==> config.mk <==
export PLATFORM = sky130hd
export DESIGN_NAME = ref_loss_monitor
export DESIGN_NICKNAME = d
export VERILOG_FILES = /design/src/rtl/ref_loss_pkg.sv /design/src/rtl/rlm_prescaler.sv /design/src/rtl/rlm_valid_timer.sv /design/src/rtl/rlm_ref_checker.sv /design/src/rtl/ref_loss_monitor.sv
export SDC_FILE = /design/constraint.sdc
export NUM_CORES = 1
export LEC_CHECK = 0
export BUFFER_PORTS_ARGS = -buffer_cell sky130_fd_sc_hd__buf_2
export CAP_MARGIN = 25
export CORE_MARGIN = 2
export CORE_UTILIZATION = 45
export DETAILED_ROUTE_END_ITERATION = 8
export PLACE_DENSITY = 0.72
export REMOVE_ABC_BUFFERS = 1
export SYNTH_ARGS = -nofsm -noshare
export SYNTH_HDL_FRONTEND = slang
export SYNTH_SLANG_ARGS = --single-unit
==> constraint.sdc <==
create_clock -name clk -period 6.5 [get_ports clk]
set_clock_uncertainty 0.2 [all_clocks]
set_input_delay 0.325 -clock clk [delete_from_list [all_inputs] [get_ports clk]]
set_output_delay 0.325 -clock clk [all_outputs]
set_load 0.02 [all_outputs]
==> src/rtl/ref_loss_pkg.sv <==
package ref_loss_pkg;

  typedef enum logic [1:0] {
    ST_LOST  = 2'd0,
    ST_ARMED = 2'd1,
    ST_GOOD  = 2'd2
  } ref_state_e;

  // Validation period in divided-oscillator ticks for a 3-bit select.
  function automatic int valid_period(input logic [2:0] code);
    if (code == 3'd0) return 0;
    return 1 << (int'(code) - 1);
  endfunction

endpackage

==> src/rtl/rlm_prescaler.sv <==
module rlm_prescaler #(
  parameter int DIV_W       = 8,
  parameter int SYNC_STAGES = 2
) (
  input  logic             clk,
  input  logic             rst_n,
  input  logic             raw_i,
  input  logic [DIV_W-1:0] div_i,
  output logic             tick_o
);
  logic [SYNC_STAGES:0] sync_q;
  logic [DIV_W-1:0]     cnt_q;
  logic                 rise;
  logic                 wrap;

  always_ff @(posedge clk) begin
    if (!rst_n) sync_q <= '0;
    else        sync_q <= {sync_q[SYNC_STAGES-1:0], raw_i};
  end

  assign rise   = sync_q[SYNC_STAGES-1] & ~sync_q[SYNC_STAGES];
  // ">=" rather than "==" so a lowered setting never forces a full wrap.
  assign wrap   = (cnt_q >= div_i);
  assign tick_o = rise & wrap;

  always_ff @(posedge clk) begin
    if (!rst_n)    cnt_q <= '0;
    else if (rise) cnt_q <= wrap ? '0 : cnt_q + 1'b1;
  end

  // a divided output never ticks in two consecutive cycles when dividing.
  assert_no_back_to_back_R2: assert property (@(posedge clk) disable iff (!rst_n)
    (div_i != '0 && tick_o) |=> !tick_o);

endmodule

==> src/rtl/rlm_valid_timer.sv <==
module rlm_valid_timer #(
  parameter int CODE_W = 3,
  parameter int PER_W  = 7
) (
  input  logic              clk,
  input  logic              rst_n,
  input  logic              osc_tick_i,
  input  logic [CODE_W-1:0] code_i,
  output logic              expire_o
);
  logic [PER_W-1:0] per;
  logic [PER_W-1:0] cnt_q;
  logic [PER_W:0]   nxt;

  assign per      = PER_W'(ref_loss_pkg::valid_period(3'(code_i)));
  assign nxt      = {1'b0, cnt_q} + (PER_W+1)'(1);
  assign expire_o = osc_tick_i && (per != '0) && (nxt >= {1'b0, per});

  always_ff @(posedge clk) begin
    if (!rst_n)          cnt_q <= '0;
    else if (expire_o)   cnt_q <= '0;
    else if (osc_tick_i) cnt_q <= nxt[PER_W-1:0];
  end

  // Independent spacing counter for the assertion below.
  logic [PER_W:0]    gap_q;
  logic              gap_ok_q;
  logic [CODE_W-1:0] code_q;

  always_ff @(posedge clk) begin
    if (!rst_n) begin
      gap_q <= '0; gap_ok_q <= 1'b0; code_q <= '0;
    end else begin
      code_q <= code_i;
      if (expire_o)        gap_q <= '0;
      else if (osc_tick_i) gap_q <= gap_q + 1'b1;
      if (code_i != code_q) gap_ok_q <= 1'b0;
      else if (expire_o)    gap_ok_q <= 1'b1;
    end
  end

  // with a steady select, expiries lie exactly one period of ticks apart.
  assert_expiry_spacing_R7: assert property (@(posedge clk) disable iff (!rst_n)
    (expire_o && gap_ok_q && code_i == code_q) |-> (gap_q + 1'b1 == {1'b0, per}));

endmodule

==> src/rtl/rlm_ref_checker.sv <==
module rlm_ref_checker #(
  parameter int LOSS_EDGES    = 3,
  parameter int EXPIRY_NEEDED = 3
) (
  input  logic clk,
  input  logic rst_n,
  input  logic ref_tick_i,
  input  logic osc_tick_i,
  input  logic expire_i,
  input  logic no_hyst_i,
  output logic lost_o,
  output logic osc_slow_o
);
  import ref_loss_pkg::*;

  localparam int CNT_W = $clog2(LOSS_EDGES + 1);
  localparam int EXP_W = $clog2(EXPIRY_NEEDED + 1);
  localparam logic [CNT_W-1:0] CNT_MAX = CNT_W'(LOSS_EDGES);

  logic [CNT_W-1:0] osc_cnt_q, ref_cnt_q;
  logic [EXP_W-1:0] exp_cnt_q;
  ref_state_e       state_q;
  logic             warn_q;

  // Named internal events.
  logic loss_hit;     // third oscillator tick inside one reference period
  logic fast_period;  // reference period with fewer than three oscillator ticks
  logic warn_hit;     // third reference tick inside one oscillator period
  logic last_expiry;

  assign loss_hit    = osc_tick_i && !ref_tick_i && (osc_cnt_q == CNT_MAX - 1'b1);
  assign fast_period = ref_tick_i && (osc_cnt_q < CNT_MAX);
  assign warn_hit    = ref_tick_i && !osc_tick_i && (ref_cnt_q == CNT_MAX - 1'b1);
  assign last_expiry = expire_i && (exp_cnt_q == EXP_W'(EXPIRY_NEEDED - 1));

  always_ff @(posedge clk) begin
    if (!rst_n) begin
      osc_cnt_q <= CNT_MAX;
      ref_cnt_q <= '0;
    end else begin
      if (ref_tick_i)                         osc_cnt_q <= '0;
      else if (osc_tick_i && osc_cnt_q != CNT_MAX) osc_cnt_q <= osc_cnt_q + 1'b1;
      if (osc_tick_i)                         ref_cnt_q <= '0;
      else if (ref_tick_i && ref_cnt_q != CNT_MAX) ref_cnt_q <= ref_cnt_q + 1'b1;
    end
  end

  always_ff @(posedge clk) begin
    if (!rst_n) begin
      state_q   <= ST_LOST;
      exp_cnt_q <= '0;
    end else begin
      unique case (state_q)
        ST_GOOD: if (loss_hit) state_q <= ST_LOST;
        ST_LOST: begin
          exp_cnt_q <= '0;
          if (fast_period) state_q <= no_hyst_i ? ST_GOOD : ST_ARMED;
        end
        ST_ARMED: begin
          if (loss_hit) begin
            state_q   <= ST_LOST;
            exp_cnt_q <= '0;
          end else if (no_hyst_i) begin
            if (fast_period) state_q <= ST_GOOD;
          end else if (last_expiry) begin
            state_q   <= ST_GOOD;
            exp_cnt_q <= '0;
          end else if (expire_i) begin
            exp_cnt_q <= exp_cnt_q + 1'b1;
          end
        end
        default: state_q <= ST_LOST;
      endcase
    end
  end

  always_ff @(posedge clk) begin
    if (!rst_n)                warn_q <= 1'b0;
    else if (state_q != ST_GOOD) warn_q <= 1'b0;
    else if (warn_hit)         warn_q <= 1'b1;
    else if (osc_tick_i)       warn_q <= (ref_cnt_q == CNT_MAX);
  end

  assign lost_o     = (state_q != ST_GOOD);
  assign osc_slow_o = warn_q && (state_q == ST_GOOD);

  // a loss flag can only be raised by an oscillator tick.
  assert_loss_on_osc_tick_R3: assert property (@(posedge clk) disable iff (!rst_n)
    $rose(lost_o) |-> $past(osc_tick_i));

  // a loss flag clears only on a timer expiry or, without hysteresis, a reference tick.
  assert_clear_needs_evidence_R7: assert property (@(posedge clk) disable iff (!rst_n)
    $fell(lost_o) |-> ($past(expire_i) || $past(ref_tick_i && no_hyst_i)));

  // the warning can only rise on a reference tick.
  assert_warn_on_ref_tick_R5: assert property (@(posedge clk) disable iff (!rst_n)
    $rose(osc_slow_o) |-> $past(ref_tick_i));

  // a relapse during validation returns the flag to lost with no expiries kept.
  assert_relapse_restarts_R9: assert property (@(posedge clk) disable iff (!rst_n)
    (lost_o && osc_tick_i && !ref_tick_i && osc_cnt_q == CNT_MAX - 1'b1)
      |=> (lost_o && exp_cnt_q == '0));

endmodule

==> src/rtl/ref_loss_monitor.sv <==
module ref_loss_monitor #(
  parameter int NUM_REFS      = 4,
  parameter int DIV_W         = 8,
  parameter int CODE_W        = 3,
  parameter int SYNC_STAGES   = 2,
  parameter int LOSS_EDGES    = 3,
  parameter int EXPIRY_NEEDED = 3
) (
  input  logic                      clk,
  input  logic                      rst_n,
  input  logic [NUM_REFS-1:0]       ref_clk_in,
  input  logic                      osc_clk_in,
  input  logic [NUM_REFS*DIV_W-1:0] ref_div_i,
  input  logic [DIV_W-1:0]          osc_div_i,
  input  logic [CODE_W-1:0]         valid_code_i,
  output logic [NUM_REFS-1:0]       los_o,
  output logic                      osc_slow_o
);
  localparam int PER_W = (1 << CODE_W) - 1;

  logic                osc_tick;
  logic                expire;
  logic                no_hyst;
  logic [NUM_REFS-1:0] ref_tick;
  logic [NUM_REFS-1:0] slow_vote;

  assign no_hyst = (valid_code_i == '0);

  rlm_prescaler #(.DIV_W(DIV_W), .SYNC_STAGES(SYNC_STAGES)) u_osc_div (
    .clk(clk), .rst_n(rst_n), .raw_i(osc_clk_in), .div_i(osc_div_i), .tick_o(osc_tick));

  rlm_valid_timer #(.CODE_W(CODE_W), .PER_W(PER_W)) u_timer (
    .clk(clk), .rst_n(rst_n), .osc_tick_i(osc_tick), .code_i(valid_code_i),
    .expire_o(expire));

  for (genvar g = 0; g < NUM_REFS; g++) begin : g_ref
    rlm_prescaler #(.DIV_W(DIV_W), .SYNC_STAGES(SYNC_STAGES)) u_div (
      .clk(clk), .rst_n(rst_n), .raw_i(ref_clk_in[g]),
      .div_i(ref_div_i[g*DIV_W +: DIV_W]), .tick_o(ref_tick[g]));

    rlm_ref_checker #(.LOSS_EDGES(LOSS_EDGES), .EXPIRY_NEEDED(EXPIRY_NEEDED)) u_chk (
      .clk(clk), .rst_n(rst_n), .ref_tick_i(ref_tick[g]), .osc_tick_i(osc_tick),
      .expire_i(expire), .no_hyst_i(no_hyst), .lost_o(los_o[g]),
      .osc_slow_o(slow_vote[g]));
  end

  assign osc_slow_o = |slow_vote;

  // the warning requires at least one reference that is not flagged lost.
  assert_warn_live_ref_R6: assert property (@(posedge clk) disable iff (!rst_n)
    osc_slow_o |-> !(&los_o));

  // flags are all set in the first cycle after reset.
  assert_reset_flags_R1: assert property (@(posedge clk)
    !rst_n |=> (&los_o && !osc_slow_o));

endmodule

==> results of run 1 <==
## metal layers
layer	track usage	part of all wire
met1	0.216	0.46
met2	0.321	0.49
met3	0.0252	0.033
met4	0.0588	0.011
met5	0	0
## synth_stat cells (3+ instances only)
library cell / number / area, um2
dfxtp_1: 98 / 1960
nor2_1: 82 / 308
ha_1: 71 / 888
inv_1: 68 / 255
nand2_1: 49 / 184
xor2_1: 33 / 289
nand3_1: 26 / 130
xnor2_1: 20 / 175
a21oi_1: 19 / 95.1
and2_1: 18 / 113
nand4_1: 15 / 93.8
o21ai_0: 14 / 70.1
clkbuf_1: 12 / 45.0
nand2b_1: 12 / 75.1
a211oi_1: 8 / 60.1
nor2b_1: 8 / 50.1
or3_1: 8 / 50.1
a21o_1: 7 / 52.6
a31oi_1: 7 / 43.8
o21a_1: 7 / 52.6
a2111oi_0: 6 / 52.6
mux2i_1: 6 / 60.1
o31ai_1: 6 / 45.0
and3_1: 5 / 31.3
and4_1: 5 / 43.8
nor3_1: 5 / 25.0
a41oi_1: 4 / 35.0
buf_2: 4 / 20.0
buf_4: 4 / 30.0
nor4b_1: 3 / 26.3
o22ai_1: 3 / 18.8
or4_1: 3 / 22.5
## final cells by class
class	count	area, um2	share of cell area
Clock buffer	11	233	0.0360
Clock inverter	4	28.8	0.00446
Inverter	68	255	0.0395
Multi-Input combinational cell	489	3450	0.535
Sequential cell	98	1960	0.304
Tap cell	172	215	0.0333
Timing Repair Buffer	58	310	0.0481
## power by group through the flow
stage               logic [mW]  clock network, mW  registers (mW)
floorplan               0.0530                  0           0.624
global placement        0.0804                  0           0.625
detailed placement      0.0856                  0           0.625
CTS                     0.0878              0.491           0.611
global route             0.101              0.517           0.612
finish                  0.0866              0.480           0.611
## worst register-to-register path, stage by stage (launching register included)
cell and delay (ps):
dfxtp_1 440, inv_1 80, ha_1 260, nand2b_1 140
a211oi_1 320, o211ai_1 190, nand2_1 620, nand2_1 610
a211oi_1 360
## worst paths after layout
kind                                 start                          end  slack (ps)  cells past startpoint
hold / removal                  osc_clk_in          u_osc_div.sync_q[0]           5                      2
setup reg to reg        u_osc_div.cnt_q[0]  g_ref[1].u_chk.ref_cnt_q[1]        3210                      8
setup / recovery           valid_code_i[0]    g_ref[3].u_chk.state_q[0]        3070                     14
hold reg to reg   g_ref[3].u_div.sync_q[0]     g_ref[3].u_div.sync_q[1]         230                      1
## flip-flops by register name (all words and copies together) (netlist names)
signal,count
g_ref.u_chk.state_q,8
g_ref.u_div.cnt_q,32
u_osc_div.sync_q,3
g_ref.u_div.sync_q,12
g_ref.u_chk.exp_cnt_q,8
g_ref.u_chk.osc_cnt_q,8
u_osc_div.cnt_q,8
g_ref.u_chk.warn_q,4
u_timer.cnt_q,7
g_ref.u_chk.ref_cnt_q,8
## cell families after synthesis
| logic type | after synthesis | share of synthesized area |
|---|---|---|
| mux | 6 | 0.0104 |
| fa+ha+maj | 71 | 0.154 |
| xor+xnor | 53 | 0.0804 |
| flops | 98 | 0.340 |
| buf+inv | 89 | 0.0626 |
| simple gates | 250 | 0.215 |
| compound gates | 109 | 0.138 |
## timing repair
| item | 4_1_cts | 5_1_grt |
|---|---|---|
| hold buffers | 4 | 0 |
| endpoints found under the hold margin | 4 | 0 |
| buffers inserted | 0 | 0 |
==> results.tsv, run 1 <==
metric	value	unit
status	completed	
Pwr Total	1.18	mW
WS Path Type	in -> reg	
Final period util	0.527	
P_int	904	uW
# rows	41	
Detail Route Antenna Nets	0	
pwr dens	182	nW/um2
synthesized cell area	5780	um2
count of final setup violators	0	
DP HPWL	8610	um
critical-path cell list	buf_2 > inv_1 > ha_1 > nor3_1 > a21oi_1 > or3_1 > ha_1 > a211o_1 > a31oi_1 > nor2_1 > o31a_4 > and2_4 > a2111oi_2 > o31a_1	
Critical Path Sink Type	register	
Worst path most repeated cell	ha_1	
DIE WIDTH	117	um
Final Critical Period	3430	ps
Max Slew Vio Count	0	
Post-synth EDFFs	0	
total grt overflow	0	
worst-path fanout max	8	
clk sinks	98	
global-route wire length before repair	20000	um
via count	4740	
worst min path class	in -> reg	
Worst path max stage delay	390	ps
max-cap violation count	0	
worst path bufs/invs	2	
leakage power	2.87	nW
net load switching power	274	uW
Cells after Synth	676	
number of distinct library cells after synthesis	60	
final core occ	0.514	
Sw Share	0.232	
CP required	6580	ps
final WL	11400	um
slowest CP cell	o31a_4	
placed cell count	881	
NumNets Final	845	
Initial Utilization	0.460	
cts bufs inserted	9	
worst hold margin	5.20	ps
final instance area	6460	um2
Mean Syn Cell Area	8.54	um2
# DRC	0	
Clock Latency Late Sink	340	ps
CTS tree	yes	
initial antenna violation count	0	
CTS clk-pin slew, worst paths	60	ps
pre-CTS setup slack	2770	ps
maximum vdd ir drop	0.000102	V
WP data arrival	3510	ps
H-tree depth	3	
commonest cells after routing, fill and taps aside	dfxtp_1 (98), nor2_1 (82), ha_1 (71)	
Top FF cell, synth	dfxtp_1	
die height	117	um
fillers	1165	
vias per cell	5.27	
fmax	292	MHz
gpl congestion	0.816	
commonest non-fill, non-tap cell in the layout	dfxtp_1	
critical path launch point type	primary input	
post-synthesis sequential area ratio	0.340	
Port Buf Inserts	54	
RSZ-0062 raised after global routing	false	
Tightest Pin Transition	786	ps
Finished Layout Cells	900	
fraction of layout cells with a size suffix above 1	0.107	
First-pass DRT Iterations	4	
Logic pwr share	0.074	
core footprint	12600	um2
root buffer cell	clkbuf_16	
largest net degree at the start of global routing	42	
fraction of registers with async set/reset	0	
max_slew headroom	0.475	
setup_tns	0	ps
I/O pin count	55	
Wirelength per Cell	12.6	um
vias in the first global route	4624	
setup ws final	3070	ps
Worst path top cell family by delay	compound AO/OA/AOI/OAI gates	
Die Area	13800	um2
Seq pwr share	0.519	
Syn. warnings	0	
placed cell area	6150	um2
post_cts resized	0	
Diodes inserted	0	
P&R area growth vs syn	11.8	%
Yosys reg bits	98	
power share of the clock group	0.407	
maximum clock path buffer count	2	
total track usage	0.178	
Fin. Hold Viols	0	
initial DRC count	246	
Note: power is estimated with default switching activity, not from simulation.
==> run 2, diff against run 1 <==
PLACE_DENSITY = 0.75   (was 0.72)
clock period = 3.1 ns   (was 6.5 ns; I/O delays follow)
==> run 2 against run 1 <==
Effect of this change:
- first-iteration DRC count down 1.6%
- worst hold slack better by 210 ps
- sequential share of layout area down 0.99 points
- utilization up 1.7 points
- register-to-register slack worse by 3000 ps
==> results.tsv, run 2 (synthesized netlist as in run 1, its figures left out) <==
metric	value	unit	change
Worst path max stage delay	370	ps	-20 ps
CTS tree	yes		
DIE WIDTH	117	um	unchanged
fillers	1168		+0.26%
global-route wire length before repair	18800	um	-5.9%
I/O pin count	55		unchanged
worst-path fanout max	4		-4
Largest Register	g_ref.u_div.cnt_q		
root buffer cell	clkbuf_16		
setup bufs post-CTS	0		unchanged
Reg area	1960	um2	unchanged
CTS clk-pin slew, worst paths	70	ps	about the same
WP data arrival	2940	ps	-570 ps
final WL	10700	um	-5.5%
initial antenna violation count	0		unchanged
P_int	1.95	mW	+120%
status	completed		
max_slew headroom	0.579		+0.104
power share of the clock group	0.423		+0.016
Die Area	13800	um2	unchanged
commonest non-fill, non-tap cell in the layout	dfxtp_1		
worst path bufs/invs	3		+1
Fin. Hold Viols	0		unchanged
critical path launch point type	primary input		
Sw Share	0.238		+0.00519
fmax	348	MHz	
net load switching power	608	uW	+120%
maximum vdd ir drop	0.000233	V	+130%
Critical Path Sink Type	register		
RSZ-0062 raised after global routing	false		
pwr dens	383	nW/um2	+110%
via count	4692		-1.0%
worst min path class	in -> reg		
Initial Utilization	0.460		unchanged
Port Buf Inserts	54		unchanged
initial DRC count	242		-1.6%
H-tree depth	3		unchanged
max-cap violation count	0		unchanged
CP required	3160	ps	-3420 ps
Worst path most repeated cell	ha_1		
largest net degree at the start of global routing	22		-48%
vias per cell	5.09		-3.3%
number of flip-flops in the largest register	32		unchanged
NumNets Final	865		+2.4%
Multi-input gate area	3480	um2	+0.76%
# DRC	0		unchanged
Diodes inserted	0		unchanged
vias in the first global route	4488		-2.9%
fraction of layout cells with a size suffix above 1	0.140		+0.0330
GR peak layer	met2		
setup_tns	0	ps	unchanged
DP HPWL	8040	um	-6.6%
WS Path Type	in -> reg		
Final period util	0.928		
critical-path cell list	buf_2 > inv_1 > ha_1 > nor3_2 > a21oi_1 > or3_1 > ha_1 > a211o_1 > a31oi_1 > nor2_1 > o31a_4 > buf_4 > o21ai_1 > a21oi_2 > o32ai_2		
Wirelength per Cell	11.7	um	-7.7%
die height	117	um	unchanged
worst hold margin	215	ps	+210 ps
Clock Latency Late Sink	340	ps	about the same
total grt overflow	0		unchanged
Tightest Pin Transition	630	ps	-156 ps
Final Critical Period	2880	ps	
total track usage	0.169		-0.00904
Finished Layout Cells	921		+2.3%
met1 GRT Util	0.210		-0.00585
Worst path top cell family by delay	compound AO/OA/AOI/OAI gates		
core footprint	12600	um2	unchanged
First-pass DRT Iterations	4		unchanged
Logic pwr share	0.077		+0.003
met2 GRT Util	0.289		-0.0322
Max Slew Vio Count	0		unchanged
placed cell count	899		+2.0%
cts bufs inserted	9		unchanged
maximum clock path buffer count	2		unchanged
Detail Route Antenna Nets	0		unchanged
commonest cells after routing, fill and taps aside	dfxtp_1 (98), nor2_1 (81), ha_1 (71)		
leakage power	3.00	nW	+4.4%
count of final setup violators	0		unchanged
# rows	41		unchanged
slowest CP cell	o31a_4		
Seq pwr share	0.501		-0.018
Top Registers	g_ref.u_div.cnt_q: 32 flops, g_ref.u_div.sync_q: 12 flops		
P&R area growth vs syn	15.5	%	
gpl congestion	0.854		+4.6%
M3 GR Usage	0.0376		+0.0124
clk sinks	98		unchanged
[run 2: changes by cell type in the layout (fill, tap and decap cells not counted), moves of 2 or more]
cell | before | now
buf_4 | 0 | 18
clkbuf_1 | 2 | 0
clkinv_4 | 0 | 3
clkinvlp_4 | 2 | 0
dlygate4sd3_1 | 4 | 6
inv_8 | 0 | 2
[run 2: power by group through the flow]
stage               combinational [mW]  sequential, mW  clock (mW)
CTS                              0.197            1.28        1.11
detailed placement               0.190            1.31           0
floorplan                        0.111            1.31           0
global placement                 0.187            1.31           0
finish                           0.196            1.28        1.08
global route                     0.229            1.28        1.16
[run 2: per-layer routing]
metal  routed length, um  up-vias  part of all wire
li1                    -     2479                 -
met1                5210     2135              0.49
met5                   0        -                 0
met3                 383       13             0.036
met2                5000       65              0.47
met4                 150        0             0.014
[run 2: layout make-up]
class,instances,share of cell area
clock buffer,10,0.0358
clock inverter,6,0.00863
inverter,68,0.0383
multi-input combinational,489,0.521
sequential,98,0.294
tap,172,0.0323
timing repair buffer,78,0.0698
[run 2: worst min-delay path, cell delays in order]
cell     delay [ps]
buf_2            90
buf_4           140
nor2b_1         140
o21ai_0         120
a21oi_1          70
[run 2: path summary, 6_finish.rpt]
| kind | start | endpoint | slack (ps) | depth (start not counted) |
|---|---|---|---|---|
| setup / recovery | valid_code_i[0] | g_ref[0].u_chk.exp_cnt_q[1] | 220 | 15 |
| hold / removal | valid_code_i[2] | g_ref[0].u_chk.state_q[1] | 210 | 5 |
| setup reg to reg | u_timer.cnt_q[0] | g_ref[0].u_chk.exp_cnt_q[1] | 240 | 11 |
| hold reg to reg | g_ref[2].u_div.sync_q[0] | g_ref[2].u_div.sync_q[1] | 230 | 1 |
[run 2: stage by stage]
step	total power [mW]	area [um2]	worst slack [ps]	util
global route	2.67	6670	3.23	0.531
CTS	2.59	6650	165	0.529
detailed placement	1.50	6290	-180	0.500
finish	2.56	6670	223	0.531
global placement	1.50	6290	-144	0.500
floorplan	1.42	5670	17.2	-
[run 2: what timing repair did]
action | in CTS | in global routing
hold endpoints to repair | 6 | 0
hold buffers | 6 | 0
resized for setup | 0 | 8
endpoints found under the setup margin | 0 | 21
